==> src/rtl/mbus_pkg.sv <==
package mbus_pkg;

  typedef enum logic {
    MODE_SPLIT_STB = 1'b0,
    MODE_DIR_STB   = 1'b1
  } bus_mode_e;

  typedef struct packed {
    logic phase;
    logic is_read;
  } access_s;

endpackage

==> src/rtl/mbus_sync.sv <==
module mbus_sync #(
  parameter int WIDTH  = 1,
  parameter int STAGES = 2
) (
  input  logic             clk_i,
  input  logic             rst_ni,
  input  logic [WIDTH-1:0] d_i,
  output logic [WIDTH-1:0] q_o
);

  logic [WIDTH-1:0] stg_q [STAGES];

  always_ff @(posedge clk_i or negedge rst_ni) begin
    if (!rst_ni) begin
      for (int s = 0; s < STAGES; s++) stg_q[s] <= '0;
    end else begin
      stg_q[0] <= d_i;
      for (int s = 1; s < STAGES; s++) stg_q[s] <= stg_q[s-1];
    end
  end

  assign q_o = stg_q[STAGES-1];

endmodule

==> src/rtl/mbus_decode.sv <==
module mbus_decode
  import mbus_pkg::*;
(
  input  bus_mode_e mode_i,
  input  logic      dstb_i,
  input  logic      dir_i,
  output access_s   acc_o
);

  always_comb begin
    case (mode_i)
      MODE_DIR_STB: begin
        acc_o.phase   = dstb_i;
        acc_o.is_read = dir_i;
      end
      default: begin
        acc_o.phase   = ~dstb_i | ~dir_i;
        acc_o.is_read = ~dstb_i;
      end
    endcase
  end

endmodule

==> src/rtl/mbus_addr_latch.sv <==
module mbus_addr_latch #(
  parameter int ADDR_W = 7
) (
  input  logic              clk_i,
  input  logic              rst_ni,
  input  logic              stb_i,
  input  logic [ADDR_W-1:0] ad_i,
  output logic [ADDR_W-1:0] addr_o,
  output logic              fall_o
);

  logic              stb_q;
  logic [ADDR_W-1:0] ad_q;
  logic [ADDR_W-1:0] addr_q;
  logic [ADDR_W-1:0] addr_d;

  assign fall_o = stb_q & ~stb_i;

  always_comb begin
    addr_d = addr_q;
    if (fall_o) addr_d = ad_q;
  end

  always_ff @(posedge clk_i or negedge rst_ni) begin
    if (!rst_ni) begin
      stb_q  <= 1'b0;
      ad_q   <= '0;
      addr_q <= '0;
    end else begin
      stb_q  <= stb_i;
      ad_q   <= ad_i;
      addr_q <= addr_d;
    end
  end

  assign addr_o = addr_q;

endmodule

==> src/rtl/mbus_slave_if.sv <==
module mbus_slave_if
  import mbus_pkg::*;
#(
  parameter int ADDR_W      = 7,
  parameter int DATA_W      = 8,
  parameter int SYNC_STAGES = 2
) (
  input  logic              clk_i,
  input  logic              rst_ni,
  input  logic              mode_sel_i,
  input  logic              pwr_ok_i,
  input  logic              addr_stb_i,
  input  logic              dstb_i,
  input  logic              dir_i,
  input  logic [DATA_W-1:0] ad_i,
  output logic [DATA_W-1:0] ad_o,
  output logic              ad_oe_o,
  output logic [ADDR_W-1:0] rf_addr_o,
  output logic              rf_rd_o,
  output logic              rf_wr_o,
  output logic [DATA_W-1:0] rf_wdata_o,
  input  logic [DATA_W-1:0] rf_rdata_i
);

  localparam int CTRL_W = 4;
  localparam int SYNC_W = DATA_W + CTRL_W;

  bus_mode_e         mode;
  logic [SYNC_W-1:0] sync_q;
  logic              pwr_s, stb_s, dstb_s, dir_s;
  logic [DATA_W-1:0] ad_s;
  access_s           acc, acc_q;
  logic              addr_fall;
  logic              ph_start, ph_end;
  logic [DATA_W-1:0] wcap_q, wcap_d;

  assign mode = bus_mode_e'(mode_sel_i);

  mbus_sync #(
    .WIDTH  (SYNC_W),
    .STAGES (SYNC_STAGES)
  ) u_sync (
    .clk_i  (clk_i),
    .rst_ni (rst_ni),
    .d_i    ({pwr_ok_i, addr_stb_i, dstb_i, dir_i, ad_i}),
    .q_o    (sync_q)
  );

  assign {pwr_s, stb_s, dstb_s, dir_s, ad_s} = sync_q;

  mbus_decode u_dec (
    .mode_i (mode),
    .dstb_i (dstb_s),
    .dir_i  (dir_s),
    .acc_o  (acc)
  );

  mbus_addr_latch #(
    .ADDR_W (ADDR_W)
  ) u_alat (
    .clk_i  (clk_i),
    .rst_ni (rst_ni),
    .stb_i  (stb_s),
    .ad_i   (ad_s[ADDR_W-1:0]),
    .addr_o (rf_addr_o),
    .fall_o (addr_fall)
  );

  assign ph_start = acc.phase & ~acc_q.phase;
  assign ph_end   = acc_q.phase & ~acc.phase;

  always_comb begin
    wcap_d = wcap_q;
    if (acc.phase && !acc.is_read) wcap_d = ad_s;
  end

  always_ff @(posedge clk_i or negedge rst_ni) begin
    if (!rst_ni) begin
      acc_q  <= '0;
      wcap_q <= '0;
    end else begin
      acc_q  <= acc;
      wcap_q <= wcap_d;
    end
  end

  assign rf_rd_o    = ph_start & acc.is_read & pwr_s;
  assign rf_wr_o    = ph_end & ~acc_q.is_read & pwr_s;
  assign ad_oe_o    = acc.phase & acc.is_read & pwr_s;
  assign ad_o       = ad_oe_o ? rf_rdata_i : '0;
  assign rf_wdata_o = wcap_q;

  AST_RD_ONE_CYCLE: assert property (@(posedge clk_i) disable iff (!rst_ni)
    rf_rd_o |=> !rf_rd_o);
  AST_WR_ONE_CYCLE: assert property (@(posedge clk_i) disable iff (!rst_ni)
    rf_wr_o |=> !rf_wr_o);
  AST_RD_WITH_OE: assert property (@(posedge clk_i) disable iff (!rst_ni)
    rf_rd_o |-> ad_oe_o);
  AST_OE_RELEASE: assert property (@(posedge clk_i) disable iff (!rst_ni)
    ph_end |-> !ad_oe_o);
  AST_OE_NOT_WR: assert property (@(posedge clk_i) disable iff (!rst_ni)
    ad_oe_o |-> !rf_wr_o);
  AST_PWR_BLOCK: assert property (@(posedge clk_i) disable iff (!rst_ni)
    !pwr_s |-> !(rf_rd_o || rf_wr_o || ad_oe_o));
  AST_ADDR_HOLD: assert property (@(posedge clk_i) disable iff (!rst_ni)
    !addr_fall |=> $stable(rf_addr_o));

endmodule

==> config.mk <==
export PLATFORM = sky130hd
export DESIGN_NAME = mbus_slave_if
export DESIGN_NICKNAME = d
export VERILOG_FILES = /design/src/rtl/mbus_pkg.sv /design/src/rtl/mbus_sync.sv /design/src/rtl/mbus_decode.sv /design/src/rtl/mbus_addr_latch.sv /design/src/rtl/mbus_slave_if.sv
export SDC_FILE = /design/constraint.sdc
export NUM_CORES = 1
export LEC_CHECK = 0
export BUFFER_PORTS_ARGS = -buffer_cell sky130_fd_sc_hd__buf_2
export CAP_MARGIN = 30
export CORE_ASPECT_RATIO = 1.2
export CORE_MARGIN = 2
export CORE_UTILIZATION = 53
export CTS_CLUSTER_DIAMETER = 50
export DETAILED_ROUTE_END_ITERATION = 10
export HOLD_SLACK_MARGIN = 0.15
export PLACE_DENSITY = 0.82
export SETUP_SLACK_MARGIN = 0.3
export SKIP_CTS_REPAIR_TIMING = 1
export SYNTH_ARGS = -nofsm -noshare
export SYNTH_HDL_FRONTEND = slang
export SYNTH_SLANG_ARGS = --single-unit
==> constraint.sdc <==
create_clock -name clk_i -period 2.8 [get_ports clk_i]
set_input_delay 0.56 -clock clk_i [delete_from_list [all_inputs] [get_ports clk_i]]
set_output_delay 0.56 -clock clk_i [all_outputs]
set_load 0.02 [all_outputs]
==> metrics.txt, run 1 <==
status=complete, no violations; die area=3510 um^2; Seq/Total Area, Yosys=75.9%; TritonCTS clock tree=yes; Syn Area/Cell=roughly 16 um^2; vias per cell=4.92; fill count=192; H-Tree Depth=2; worst-margin pin slew=0.665 ns; Die Span Y=64.5 um; register bit total from synthesis=49; min cycle time layout=between 2 and 2.5 ns; crit share post-route=73.4%; WL per Instance=approximately 14 um; Chip Width=54.4 um; Area contributors post-synth=dfrtp_1 76%, mux2_4 7.4%, mux2_2 4.9%, a21oi_1 2.8%, nand2_1 2.6%; Lkg Pwr=roughly 0.00099 uW; WL final=2550 um; Root Buffer=clkbuf_4; final setup fails=0; final worst slack=between 0.7 and 0.8 ns; I/O pin cnt=approximately 50; Syn Nets=121; Max Slew Vio Count=0; Fin Clk Skew=0.00801 ns; Clock Tree Buf Depth=2; Fmax achieved=487 MHz; CP Data Required Time=2.24 ns; Core Area=2840 um^2; DR iter-0 viols=17; first-pass GRT wire length=4100 um; Reg clk slew, reported paths=approximately 0.13 ns; most common cell after layout, fill and taps aside=dfrtp_1; total congestion overflow=0; CP endpoint kind=output pin; via count=915; Area growth syn-to-layout=24.1%; most frequent cells in the layout=49 x dfrtp_1, 48 x buf_2, 11 x nand2_1; yosys warns=0; GP Congestion=0.698; ANT cells=0; Setup CP Type=flop to output pin; Initial Util=56.9%; pin count of the biggest net entering global routing=50; 1st-pass router iterations=4; post-DP HPWL=1880 um; input/output buffers=48; Max-Cap Viols=0; # DRC=0; CTS buffer count=5; Synth top area share=approximately 76%; Final Hold Fails=0; Cell variety after synth=16; crit-path max FO=11; num rows=21; pre-CTS setup slack=0.840 ns; Global Route Usage Sum=16.7%; Final Util=roughly 71%; Pwr Density=725 nW/um^2; Slew headroom=between 50% and 60%; Post-Syn Area=about 1600 um^2; Layout Nets=174; RSZ-0062 raised after global routing=no; CP Launch Type=flop; initial antenna violation count=0; Syn Inst Count=98; Worst Hold Class=input port to flop; maximum vdd drop=518 uV; TNS Setup=0 ns; Hold WS=0.314 ns; most area-hungry cell type in the Yosys netlist=dfrtp_1; # clock sinks=49; later-pin clock latency in the skew report=between 0.3 and 0.4 ns; Data arrival, critical path=approximately 1.5 ns; layout cell share with drive strength beyond 1=48.7%; Antenna Nets Post-Route=0; number of global-route vias before repair=920; overall power=roughly 1500 uW
registers in the layout, indices dropped and copies added (netlist names):
signal         cells
u_sync.stg_q      12
u_sync.q_o        12
rf_wdata_o         8
acc_q              2
u_alat.ad_q        7
u_alat.addr_o      7
u_alat.stb_q       1
routing by layer:
| metal | share of wire [%] | global-route usage (%) | up-vias |
|---|---|---|---|
| met1 | 39 | 19.7 | 448 |
| met5 | 0 | 0 | - |
| met2 | 55 | 28.0 | 31 |
| met3 | 5.0 | 5.30 | 5 |
| li1 | - | - | 431 |
| met4 | 1.3 | 5.63 | 0 |
worst paths after layout:
kind,start,to,slack [ns],depth (start not counted)
worst min-delay path,ad_i[5],u_sync.stg_q[17]$_DFF_PN0_,0.31,1
worst max-delay path,u_sync.q_o[9]$_DFF_PN0_,ad_oe_o,0.75,3
min in group asynchronous,rst_ni,u_alat.addr_o[4]$_DFFE_PN0P_,0.57,2
max in group asynchronous,rst_ni,u_sync.q_o[8]$_DFF_PN0_,1.79,3
worst max register to register,u_sync.q_o[10]$_DFF_PN0_,u_alat.addr_o[4]$_DFFE_PN0P_,1.34,2
worst min register to register,u_sync.stg_q[21]$_DFF_PN0_,u_sync.q_o[9]$_DFF_PN0_,0.36,0
synth_stat cells:
master,number
a211oi_1,1
mux2_4,8
nand2_1,11
a21oi_1,9
nand3_2,1
buf_2,3
buf_6,1
nor2b_1,1
a21boi_0,1
mux2_2,7
nand2b_1,2
dfrtp_1,49
or2_1,1
and2_1,1
nand3b_1,1
nor2b_4,1
power by group:
group / total [uW] / internal (uW) / switching (uW)
Combinational: 187 / 83.6 / 103
Clock: 473 / 277 / 197
Sequential: 793 / 764 / 29.0
Total: 1450 / 1120 / 329
final cells by class:
class                   instances  area (um^2)  share of cell area, %
clock buffers                   5         37.5                   1.87
clock inverters                 3         65.1                   3.25
multi-input cells              45          363                   18.1
flip-flops and latches         49         1230                   61.2
well taps                      34         42.5                   2.12
repair buffers                 50          270                   13.5
critical path: stages (launching register included):
cell      delay, ns
dfrtp_1        0.45
or2_1          0.35
a21boi_0       0.18
buf_2          0.18
stage by stage:
step           cell area, um^2  cells
6_report                  2000    186
3_3_place_gp              1870    176
3_5_place_dp              1870    176
5_1_grt                   2000    186
4_1_cts                   1970    184
2_1_floorplan             1620     98
logic make-up after synthesis:
kind of cell	after synthesis	share of synthesized area, %
AOI/OAI and AO/OA	11	3.72
muxes	15	12.3
and+or+nand+nor	19	6.43
buffers and inverters	4	1.63
DFF	49	75.9
Power figures use the tool's default switching activity.
==> run 2: changes to the inputs <==
--- a/config.mk
+++ b/config.mk
@@ -5,15 +5,16 @@
 export SDC_FILE = /design/constraint.sdc
 export NUM_CORES = 1
 export LEC_CHECK = 0
+export ABC_AREA = 1
 export BUFFER_PORTS_ARGS = -buffer_cell sky130_fd_sc_hd__buf_2
 export CAP_MARGIN = 30
 export CORE_ASPECT_RATIO = 1.2
 export CORE_MARGIN = 2
-export CORE_UTILIZATION = 53
+export CORE_UTILIZATION = 49
 export CTS_CLUSTER_DIAMETER = 50
 export DETAILED_ROUTE_END_ITERATION = 10
 export HOLD_SLACK_MARGIN = 0.15
-export PLACE_DENSITY = 0.82
+export PLACE_DENSITY = 0.76
 export SETUP_SLACK_MARGIN = 0.3
 export SKIP_CTS_REPAIR_TIMING = 1
 export SYNTH_ARGS = -nofsm -noshare
==> constraint.sdc (replaced) <==
create_clock -name clk_i -period 2 [get_ports clk_i]
set_input_delay 0.4 -clock clk_i [delete_from_list [all_inputs] [get_ports clk_i]]
set_output_delay 0.4 -clock clk_i [all_outputs]
set_load 0.02 [all_outputs]
==> run 2 against run 1 <==
  * Combinational power increased by 63%
  * Hold slack got worse by 0.14 ns
  * Critical path depth rose by 2
  * Clock power is 19% higher
  * Flip-flop and latch count unchanged
  * Die area increased by 10%
  * Critical path type unchanged
  * Critical endpoint is now ad_o[4]
  * Highest routed layer unchanged
==> metrics.txt, run 2 <==
initial antenna violation count=0; WL per Instance=approximately 15 um; EDFF count, synth=0; first-pass GRT wire length=4460 um; reg2reg setup slack=0.63 ns; Area contributors post-synth=dfrtp_1 74%, nand2_1 7.7%, nor3_2 5.4%, nand4_1 3.0%, inv_1 2.7%; CP Data Required Time=1.60 ns; Seq/Total Area, Yosys=~74%; Cell variety after synth=13; Pwr Density=908 nW/um^2; Multi-input gate area=450 um^2; via count=1112; Die Span Y=67.6 um; I/O pin cnt=49; Fmax achieved=552 MHz; CP Launch Type=flop; overall power=1980 uW; fill count=roughly 240; Syn Inst Count=around 130; maximum vdd drop=around 710 uV; Synth top area share=between 70% and 80%; worst-margin pin slew=0.592 ns; H-Tree Depth=2; Fin Clk Skew=0.00777 ns; top cells by count, synth=49 x dfrtp_1, 34 x nand2_1, 12 x inv_1; DR iter-0 viols=26; Reg2Reg Depth=7; CP endpoint kind=output pin; Register Area=1230 um^2; WL final=between 3000 and 4000 um; switching part of the total=28.1%; Layout Nets=214; Syn Area/Cell=12.6 um^2; Setup CP Type=flop to output pin; area of placed instances=1940 um^2; CTS buffer count=5; Clk network pwr share=28.3%; Syn Nets=about 150; most area-hungry cell type in the Yosys netlist=dfrtp_1; Root Buffer=clkbuf_8; 1st-pass router iterations=7; pin count of the biggest net entering global routing=50; dpl cells=about 220; Area growth syn-to-layout=31.8%; most frequent cells in the layout=48 x dfrtp_1, 37 x buf_2, 32 x nand2_1; most common cell after layout, fill and taps aside=dfrtp_1; Antenna Nets Post-Route=0; Slew headroom=between 60% and 70%; Initial Util=between 50% and 60%; min cycle time layout=1.81 ns; status=complete, no violations; Max Slew Vio Count=0; total congestion overflow=0; Post-Syn Area=between 1500 and 2000 um^2; cell-internal power=around 1400 uW; layout cell share with drive strength beyond 1=44.3%; Final Hold Fails=0; later-pin clock latency in the skew report=0.30 ns; # clock sinks=49; Worst Hold Class=input port to asynchronous set/reset pin; ANT cells=0; yosys warns=0; final worst slack=0.187 ns; crit share post-route=90.6%; post-DP HPWL=2110 um; pre-CTS setup slack=between 0.2 and 0.25 ns; die area=roughly 3900 um^2; crit-path max FO=5; Data arrival, critical path=between 1 and 1.5 ns; Comb power frac=15.4%; # DRC=0; Max-Cap Viols=0; Lkg Pwr=about 0.0011 uW; Core Area=3280 um^2; vias per cell=4.86; RSZ-0062 raised after global routing=yes; ys flop type=dfrtp_1; design area=2180 um^2; Global Route Usage Sum=between 10% and 20%; FFs w/ async S/R, synth=between 90% and 100%; net switching power=557 uW; input/output buffers=48; Clock Tree Buf Depth=2; count leader, synth=dfrtp_1; final setup fails=0; register bit total from synthesis=49; TritonCTS clock tree=yes; Hold WS=0.175 ns; Chip Width=~57 um; Reg power frac=56.3%; Reg clk slew, reported paths=roughly 0.090 ns; num rows=23; number of global-route vias before repair=between 900 and 1000; Post-Layout Cell Count=between 200 and 250; GP Congestion=between 0.6 and 0.7
run 2: changes by cell type in the layout (fill, tap and decap cells not counted), sizes merged, moves of 4 or more:
cell | before | now
nand4 | 0 | 8
nand2 | 11 | 38
mux2 | 15 | 0
nor3 | 0 | 10
nand3 | 1 | 11
inv | 0 | 15
a21oi | 9 | 0
buf | 49 | 53
run 2: area by class of cell:
| class | instances | area share (%) |
|---|---|---|
| multi-input combinational | 68 | 20.7 |
| timing repair buffer | 53 | 14.5 |
| sequential | 49 | 56.3 |
| clock inverter | 2 | 0.631 |
| tap | 37 | 2.12 |
| clock buffer | 6 | 3.33 |
| inverter | 14 | 2.41 |
run 2: metrics by stage:
step	util (%)	setup TNS, ns
2_1_floorplan	-	0
3_3_place_gp	59.2	0
3_5_place_dp	59.2	0
4_1_cts	61.8	-0.0288
5_1_grt	66.4	0
6_report	66.4	0
run 2: kinds of logic (layout without fill, tap and decap cells):
group	after synthesis	after routing	share of synthesized area, %
and+or+nand+nor	66	68	21.8
DFF	49	49	74.1
buffers and inverters	16	75	4.08
run 2: layer usage:
layer / GRT usage (%) / share of wire, % / vias up
met5: 0 / 0 / -
met4: 8.72 / 3.4 / 0
met3: 5.17 / 4.8 / 11
met2: 26.4 / 51 / 36
met1: 18.2 / 41 / 523
li1: - / - / 542
run 2: worst paths after layout:
| path | from | end |
|---|---|---|
| min reg2reg | u_sync.stg_q[19]$_DFF_PN0_ | u_sync.q_o[7]$_DFF_PN0_ |
| min | rst_ni | u_alat.stb_q$_DFF_PN0_ |
| min in group clk_i | ad_i[1] | u_sync.stg_q[13]$_DFF_PN0_ |
| max | u_sync.q_o[8]$_DFF_PN0_ | ad_o[4] |
| max in group asynchronous | rst_ni | u_sync.q_o[9]$_DFF_PN0_ |
| max reg2reg | u_sync.q_o[8]$_DFF_PN0_ | rf_wdata_o[4]$_DFFE_PN0P_ |
run 2: worst max-delay path, cell delays in order, from the launching register on:
cell     delay [ns]
dfrtp_1        0.41
buf_6          0.13
nand3_4        0.10
nand2_4        0.10
nor3_2         0.19
buf_4          0.18
run 2: power by group through the flow:
stage	clock network (uW)	registers [uW]	logic, uW
6_report	561	1110	305
5_1_grt	626	1120	333
4_1_cts	570	1110	270
3_5_place_dp	0	1130	269
3_3_place_gp	0	1130	257
2_1_floorplan	0	1180	99.2
